<file path="config.mk">
export PLATFORM = sky130hd
export DESIGN_NAME = hdlc_tx_framer
export DESIGN_NICKNAME = d
export VERILOG_FILES = /design/src/rtl/hdlc_tx_framer.sv
export SDC_FILE = /design/constraint.sdc
export NUM_CORES = 1
export LEC_CHECK = 0
export ABC_AREA = 1
export BUFFER_PORTS_ARGS = -buffer_cell sky130_fd_sc_hd__buf_2
export CAP_MARGIN = 30
export CORE_UTILIZATION = 23
export DETAILED_ROUTE_END_ITERATION = 6
export PLACE_DENSITY = 0.46
export SYNTH_ARGS = -nofsm -noshare
export SYNTH_HDL_FRONTEND = slang
export SYNTH_SLANG_ARGS = --single-unit
</file>
<file path="constraint.sdc">
create_clock -name clk -period 2.55 [get_ports clk]
set_input_delay 0.255 -clock clk [delete_from_list [all_inputs] [get_ports clk]]
set_output_delay 0.255 -clock clk [all_outputs]
set_load 0.01 [all_outputs]
</file>
<file path="src/rtl/hdlc_tx_framer.sv">
module hdlc_tx_framer #(
  parameter int          CHAR_W     = 8,
  parameter int          LEN_W      = $clog2(CHAR_W),
  parameter logic [15:0] CRC_POLY_R = 16'h8408,
  parameter logic [15:0] CRC_INIT   = 16'hFFFF
) (
  input  logic              clk,
  input  logic              rst_n,
  input  logic              bit_en,
  input  logic              tx_enable,
  input  logic              som,
  input  logic              eom,
  input  logic              abort_req,
  input  logic              goahead_req,
  input  logic              fill_flags,
  input  logic [LEN_W-1:0]  char_len,
  input  logic              wr_en,
  input  logic [CHAR_W-1:0] wr_data,
  output logic              buf_empty,
  output logic              active,
  output logic              underrun,
  output logic              sdo
);

  localparam int SR_W  = (CHAR_W > 8) ? CHAR_W : 8;
  localparam int CNT_W = $clog2(SR_W + 1);
  localparam logic [7:0] PAT_FLAG  = 8'h7E;
  localparam logic [7:0] PAT_ABORT = 8'hFF;
  localparam logic [7:0] PAT_GA    = 8'h7F;

  typedef enum logic [2:0] {K_MARK, K_FLAG, K_DATA, K_FCS_LO, K_FCS_HI, K_ABORT, K_GA} kind_t;

  kind_t             kind, nk;
  logic [SR_W-1:0]   sr, npat;
  logic [CNT_W-1:0]  left, nlen;
  logic [2:0]        ones;
  logic [15:0]       crc;
  logic [CHAR_W-1:0] hold;
  logic              full;
  logic              open_f, close_f, take, set_ur;

  function automatic logic [15:0] crc_step(input logic [15:0] c, input logic b);
    return (c >> 1) ^ ((c[0] ^ b) ? CRC_POLY_R : 16'h0000);
  endfunction

  function automatic logic is_stuffed(input kind_t k);
    return (k == K_DATA) || (k == K_FCS_LO) || (k == K_FCS_HI);
  endfunction

  wire need_stuff = is_stuffed(kind) && (ones == 3'd5);
  assign buf_empty = !full;

  always_comb begin
    nk      = K_MARK;
    npat    = '1;
    nlen    = CNT_W'(1);
    open_f  = 1'b0;
    close_f = 1'b0;
    take    = 1'b0;
    set_ur  = 1'b0;
    if (!active) begin
      if (tx_enable && som) begin
        nk = K_FLAG; npat = SR_W'(PAT_FLAG); nlen = CNT_W'(8); open_f = 1'b1;
      end else if (tx_enable && underrun) begin
        nk   = fill_flags ? K_FLAG : K_ABORT;
        npat = fill_flags ? SR_W'(PAT_FLAG) : SR_W'(PAT_ABORT);
        nlen = CNT_W'(8);
      end
    end else if (abort_req) begin
      nk = K_ABORT; npat = SR_W'(PAT_ABORT); nlen = CNT_W'(8); close_f = 1'b1;
    end else if (goahead_req) begin
      nk = K_GA; npat = SR_W'(PAT_GA); nlen = CNT_W'(8); close_f = 1'b1;
    end else if (kind == K_FCS_LO) begin
      nk = K_FCS_HI; npat = SR_W'(~crc[15:8]); nlen = CNT_W'(8);
    end else if (kind == K_FCS_HI) begin
      nk = K_FLAG; npat = SR_W'(PAT_FLAG); nlen = CNT_W'(8); close_f = 1'b1;
    end else if (full) begin
      nk = K_DATA; npat = SR_W'(hold); nlen = CNT_W'(char_len) + CNT_W'(1); take = 1'b1;
    end else if (eom) begin
      nk = K_FCS_LO; npat = SR_W'(~crc[7:0]); nlen = CNT_W'(8);
    end else begin
      nk      = fill_flags ? K_FLAG : K_ABORT;
      npat    = fill_flags ? SR_W'(PAT_FLAG) : SR_W'(PAT_ABORT);
      nlen    = CNT_W'(8);
      close_f = 1'b1;
      set_ur  = 1'b1;
    end
  end

  always_ff @(posedge clk or negedge rst_n) begin
    if (!rst_n) begin
      sdo      <= 1'b1;
      kind     <= K_MARK;
      sr       <= '1;
      left     <= '0;
      ones     <= '0;
      crc      <= CRC_INIT;
      hold     <= '0;
      full     <= 1'b0;
      active   <= 1'b0;
      underrun <= 1'b0;
    end else begin
      if (bit_en) begin
        if (need_stuff) begin
          sdo  <= 1'b0;
          ones <= '0;
        end else if (left != '0) begin
          sdo  <= sr[0];
          sr   <= sr >> 1;
          left <= left - CNT_W'(1);
          if (is_stuffed(kind)) ones <= sr[0] ? ones + 3'd1 : 3'd0;
          if (kind == K_DATA) crc <= crc_step(crc, sr[0]);
        end else begin
          sdo  <= npat[0];
          sr   <= npat >> 1;
          left <= nlen - CNT_W'(1);
          kind <= nk;
          if (is_stuffed(nk)) ones <= npat[0] ? ones + 3'd1 : 3'd0;
          else                ones <= '0;
          if (open_f)            crc <= CRC_INIT;
          else if (nk == K_DATA) crc <= crc_step(crc, npat[0]);
          if (take)    full     <= 1'b0;
          if (open_f)  active   <= 1'b1;
          if (open_f)  underrun <= 1'b0;
          if (close_f) active   <= 1'b0;
          if (set_ur)  underrun <= 1'b1;
        end
      end
      if (wr_en) begin
        hold <= wr_data;
        full <= 1'b1;
      end
    end
  end

  a_r1_sdo_moves_on_tick: assert property (@(posedge clk) disable iff (!rst_n)
    !bit_en |=> $stable(sdo));

  a_r4_zero_after_five: assert property (@(posedge clk) disable iff (!rst_n)
    (bit_en && is_stuffed(kind) && ones == 3'd5) |=> !sdo);

  a_r10_write_fills: assert property (@(posedge clk) disable iff (!rst_n)
    wr_en |=> !buf_empty);

  a_r2_frame_opens_low: assert property (@(posedge clk) disable iff (!rst_n)
    $rose(active) |-> (!sdo && !underrun));

  a_r8_underrun_ends_frame: assert property (@(posedge clk) disable iff (!rst_n)
    $rose(underrun) |-> $fell(active));

  a_r11_idle_mark: assert property (@(posedge clk) disable iff (!rst_n)
    (bit_en && !tx_enable && !active && left == '0 && !need_stuff) |=> sdo);

endmodule

</file>
==> flow_metrics.tcl, run 1 <==
set metrics [dict create \
    status "finished clean" \
    power.density_nw_per_um2 982 \
    power_mw 3.08 \
    setup_viol 0 \
    wl_per_cell_um 13.3 \
    placed_cell_area_um2 2980 \
    wl_um 6930 \
    die_w_um 111 \
    path_delay_family "simple AND/OR/NAND/NOR gates" \
    design.die.area_um2 12300 \
    grt_max_degree 41 \
    worst-path-buf-inv 1 \
    place_ws_ns 0.414 \
    dieHeight_um 111 \
    tightest_slew_ns 0.647 \
    peakVddDrop_mv 0.252 \
    cts_root_buffer "clkbuf_16" \
    stdcell_area_um2 3130 \
    maxSlewHeadroom_pct 56.5 \
    syn2layout_area_growth_pct 14.7 \
    rows 39 \
    critPathMaxFanout 22 \
    ios 25 \
    maxCapViolCount 0 \
    reg2reg_slack_ns 0.40 \
    clkSlewWorstSetupHoldPaths_ns 0.06 \
    antenna_found_initial 0 \
    worst-setup-path-type "reg2reg" \
    final_hold_viol_count 0 \
    worstHoldEndpoint "hold[6]" \
    diodes 0 \
    drt_pass1_iterations 4 \
    io_buffers 24 \
    grt_overflow 0 \
    core_area_um2 11500 \
    fillers 1297 \
    cpMaxStageDelayCell "nor2_1" \
    ys_seq_area_share_pct 43.3 \
    yosysWarnings 0 \
    netlist_instances 352 \
    synth_cell_types 35 \
    cp.depth 8 \
    final_common_cell "nand2_1" \
    cts.sink_count 46 \
    gp_congestion 0.806 \
    end_kind "flip-flop" \
    initial_core_util_pct 23.7 \
    drv_slew 0 \
    hp-class "in2reg" \
    syn_area_um2 2730 \
    drive_gt1_share_pct 25.2 \
    crit_path_frequent_cell "nor2_1" \
    start_kind "flip-flop" \
    dpl.hpwl_um 5270 \
    min_delay_path_depth 3 \
    critPathMaxStageDelay_ns 0.47 \
    worstReg2RegStart "left[1]" \
    final_cells 520 \
    synth_nets 377 \
    holdCritStartpoint "wr_data[6]" \
    p_leak_nw 1.44 \
    vias 2334 \
    fmax_mhz 464 \
    fin_crit_ns 2.15 \
    required_ns 2.75 \
    fin_ws_ns 0.397 \
    clk_path_buf_depth 2 \
    ant_nets 0 \
    final.period_utilization_pct 84.4 \
    critPathArrivalTime_ns 2.36 \
    r2r-end "crc[6]" \
    grt_pass1_wl_um 11900 \
    placedCellCount 511 \
    first_global_vias 2405 \
    worstSkewPairLatency_ns 0.29 \
    avgSynthCellArea_um2 7.76 \
    cts_tree "built" \
    final_cell_mix "nand2_1 (94), inv_1 (37), o21ai_0 (35)" \
    rsz0062_at_grt "no" \
    drtIter0Drc 107 \
    r2r_cells 8 \
    drc 0 \
    cts_buffers 5 \
    grt.total_usage_pct 12.1 \
    ys_ff_latch 46 \
    finalSetupTns_ns 0 \
    htree_levels 2 \
    vias_per_cell 4.49 \
    post_cts_buffers 0 \
    fin_util_pct 27.2 \
    skew_ns 0.00316 \
    crit_path_cell_trace "nor2_1 > nand3_2 > nor2_1 > o21ai_2 > nand3_4 > inv_4 > nor2_1 > a31oi_2" \
    fin_nets 401 \
    whs_ns 0.169 \
]
==> state kept, by name, summed over array words and instances (netlist names) <==
register,count
left,4
ones,3
full,1
underrun,1
sdo,1
crc,16
kind,3
sr,8
active,1
hold,8
==> logic make-up (layout without fill, tap and decap cells) <==
kind of cell,Yosys count,after routing,synth area share [%]
fa+ha+maj,4,4,1.83
flops,46,46,43.3
simple gates,154,154,24.8
compound gates,92,92,20.4
buf+inv,52,77,8.38
xor+xnor,4,4,1.28
==> what timing repair did <==
item	CTS	global route
gates resized for setup	0	0
hold buffers	1	0
hold endpoints to repair	6	0
==> per-layer routing <==
layer | GRT usage (%) | share of wire (%) | vias up | wire (um)
met5 | 0 | 0 | - | 0
met4 | 3.84 | 1.3 | 0 | 91
met3 | 1.69 | 2.4 | 6 | 168
met2 | 20.9 | 48 | 29 | 3340
met1 | 15.7 | 48 | 1090 | 3330
li1 | - | - | 1209 | -
==> power by group <==
group	total (mW)	leakage (nW)	internal [mW]	switching [mW]
clock network	0.667	0.0739	0.389	0.278
registers	1.33	0.521	1.11	0.223
logic	1.08	0.847	0.385	0.696
total	3.08	1.44	1.88	1.20
==> area by class of cell <==
class / instances / area [um2] / share of cell area [%]
multi-input cells: 254 / 1320 / 42.2
flip-flops and latches: 46 / 1180 / 37.7
well taps: 143 / 179 / 5.71
inverters: 43 / 166 / 5.31
clock buffers: 7 / 143 / 4.55
repair buffers: 26 / 138 / 4.39
clock inverters: 1 / 5.00 / 0.160
==> worst reg2reg max path, cell delays in order (launching register included) <==
cell	delay [ns]
dfrtp_1	0.40
nor2_1	0.19
nand3_2	0.34
nor2_1	0.48
o21ai_2	0.13
nand3_4	0.17
inv_4	0.17
nor2_1	0.15
a31oi_2	0.05
==> cells in the mapped netlist, drive strengths merged <==
library cell	n	share of area, %
nor3	5	0.92
xor2	2	0.64
a21oi	17	3.1
a31o	1	0.32
buf	4	1.6
nand4	3	0.69
a31oi	3	0.92
and3	1	0.23
o22ai	4	0.92
clkbuf	5	0.73
xnor2	2	0.64
ha	4	1.8
o21bai	2	0.55
nor2	23	3.3
inv	43	6.1
o221ai	1	0.32
dfstp	25	24
o21ai	63	14
o211ai	1	0.27
dfrtp	21	19
nand2	99	14
nand3	23	5.4
==> how the worst max path moves through the flow <==
stage,start,to,slack (ns)
finish,left[1],crc[6],0.40
global route,left[1],crc[2],0.25
CTS,left[1],crc[6],0.39
detailed placement,left[1],crc[6],0.41
floorplan,left[1],left[2],0.90
global placement,left[1],crc[6],0.41
(Power assumes the default switching activity.)
==> inputs of run 2 (changes only) <==
==> constraint.sdc (replaced) <==
create_clock -name clk -period 2.1 [get_ports clk]
set_input_delay 0.21 -clock clk [delete_from_list [all_inputs] [get_ports clk]]
set_output_delay 0.21 -clock clk [all_outputs]
set_load 0.01 [all_outputs]
==> run 2 against run 1 <==
Sequential share of layout area is 0.69 points lower. First-iteration DRC count grew 36%. Largest power group unchanged. Clock skew grew 0.0063 ns. Flip-flop and latch count unchanged. Clock-buffer cell count is 1 lower.
==> flow_metrics.tcl, run 2 (synthesized netlist as in run 1, its figures left out) <==
set metrics [dict create \
    cts_tree "built" \
    drtIter0Drc 145 \
    rows 39 \
    critPathMaxFanout 22 \
    pwr-share-clk_pct 20.8 \
    wl_um 7110 \
    cellInternalPower_mw 2.28 \
    p_sw_share_pct 39.5 \
    power.switching_mw 1.48 \
    ant_nets 0 \
    worst-setup-path-type "reg2reg" \
    first_global_vias 2380 \
    die_w_um 111 \
    largest_register "crc" \
    dpl.hpwl_um 5540 \
    stdcell_area_um2 3190 \
    fin_util_pct 27.7 \
    antenna_found_initial 0 \
    vias 2429 \
    largest_register_ffs 16 \
    clk_path_buf_depth 2 \
    peakVddDrop_mv 0.380 \
    start_kind "flip-flop" \
    syn2layout_area_growth_pct 16.8 \
    core_area_um2 11500 \
    placed_cell_area_um2 3040 \
    critPathArrivalTime_ns 2.12 \
    grt_max_degree 26 \
    setup_viol 0 \
    combPwrFrac_pct 36.5 \
    maxSlewHeadroom_pct 62.7 \
    cts.sink_count 46 \
    drt_pass1_iterations 4 \
    final.period_utilization_pct 90.9 \
    required_ns 2.32 \
    critPathLaunch "kind[0]" \
    fin_nets 408 \
    final_common_cell "nand2_1" \
    worstReg2RegStart "kind[0]" \
    top_regs "crc: 16 flops, hold: 8 flops, sr: 8 flops" \
    fin_crit_ns 1.91 \
    post_cts_buffers 0 \
    wl_per_cell_um 13.5 \
    status "finished clean" \
    seq_area_um2 1180 \
    grt.total_usage_pct 12.4 \
    initial_core_util_pct 23.7 \
    holdCritStartpoint "wr_data[2]" \
    multi_input_area_um2 1320 \
    skew_ns 0.00948 \
    final_hold_viol_count 0 \
    drc 0 \
    hp-class "in2reg" \
    fin_ws_ns 0.192 \
    worstSkewPairLatency_ns 0.29 \
    clkSlewWorstSetupHoldPaths_ns 0.06 \
    power_mw 3.76 \
    grt_overflow 0 \
    cts_root_buffer "clkbuf_16" \
    cts_buffers 5 \
    end_kind "flip-flop" \
    tightest_slew_ns 0.560 \
    htree_levels 2 \
    finalSetupTns_ns 0 \
    grt_pass1_wl_um 12100 \
    p_seq_share_pct 42.7 \
    power.density_nw_per_um2 1180 \
    design.die.area_um2 12300 \
    drv_slew 0 \
    fmax_mhz 524 \
    ios 25 \
    vias_per_cell 4.61 \
    io_buffers 24 \
    place_ws_ns 0.138 \
    fillers 1300 \
    drive_gt1_share_pct 26.6 \
    maxCapViolCount 0 \
    dieHeight_um 111 \
    diodes 0 \
    gp_congestion 0.842 \
    p_leak_nw 1.48 \
    rsz0062_at_grt "no" \
    final_cell_mix "nand2_1 (94), inv_1 (37), o21ai_0 (35)" \
]
-- run 2: cell count changes in the layout (fill, tap and decap cells not counted) --
| cell | before | now |
|---|---|---|
| buf_12 | 0 | 1 |
| clkinv_2 | 1 | 2 |
| clkbuf_8 | 1 | 0 |
| inv_6 | 0 | 1 |
| inv_4 | 2 | 1 |
| buf_4 | 1 | 7 |
-- run 2: power groups by stage --
stage	clock network [mW]	logic [mW]	registers, mW
after floorplan	0	1.06	1.54
after global placement	0	1.37	1.62
after detailed placement	0	1.38	1.62
after CTS	0.810	1.39	1.61
after global routing	0.851	1.57	1.65
final	0.781	1.37	1.60
-- run 2: final timing paths --
kind	to	slack, ns	cells past startpoint
max	crc[6]	0.19	10
min	hold[2]	0.13	3
max reg2reg	crc[6]	0.19	10
min reg2reg	hold[5]	0.47	2
max in group asynchronous	sr[7]	1.03	3
min in group asynchronous	hold[4]	0.46	2
-- run 2: layout make-up --
type	count	share of cell area, %
flip-flops and latches	46	37.0
clock inverters	2	0.313
clock buffers	6	4.04
well taps	143	5.60
multi-input cells	254	41.4
repair buffers	33	6.35
inverters	43	5.29
-- run 2: through the flow --
step | hold slack, ns | instances
6_report | 0.125 | 527
5_1_grt | 0.135 | 527
4_1_cts | 0.124 | 527
3_5_place_dp | 0.232 | 518
3_3_place_gp | 0.241 | 518
2_1_floorplan | -0.0856 | 352
-- run 2: layer usage --
metal / up-vias / routed length [um] / global-route usage, %
li1: 1223 / - / -
met1: 1160 / 3350 / 16.4
met2: 34 / 3420 / 20.5
met3: 12 / 208 / 2.02
met4: 0 / 136 / 4.11
met5: - / 0 / 0
-- run 2: repair_timing --
item                                   4_1_cts  5_1_grt
endpoints found under the hold margin       14        0
hold buffers                                 1        0
gates resized for setup                      0        1
setup endpoints to repair                    0        2
-- run 2: worst max-delay path, cell delays in order, from the launching register on --
cell and delay [ns]:
dfrtp_1 0.44, nor2_1 0.09, nand2_2 0.13, nand2_2 0.12
nand3_2 0.10, nand2_4 0.14, inv_4 0.17, nand3_4 0.17
inv_6 0.24, nor2_1 0.08, a31oi_2 0.14
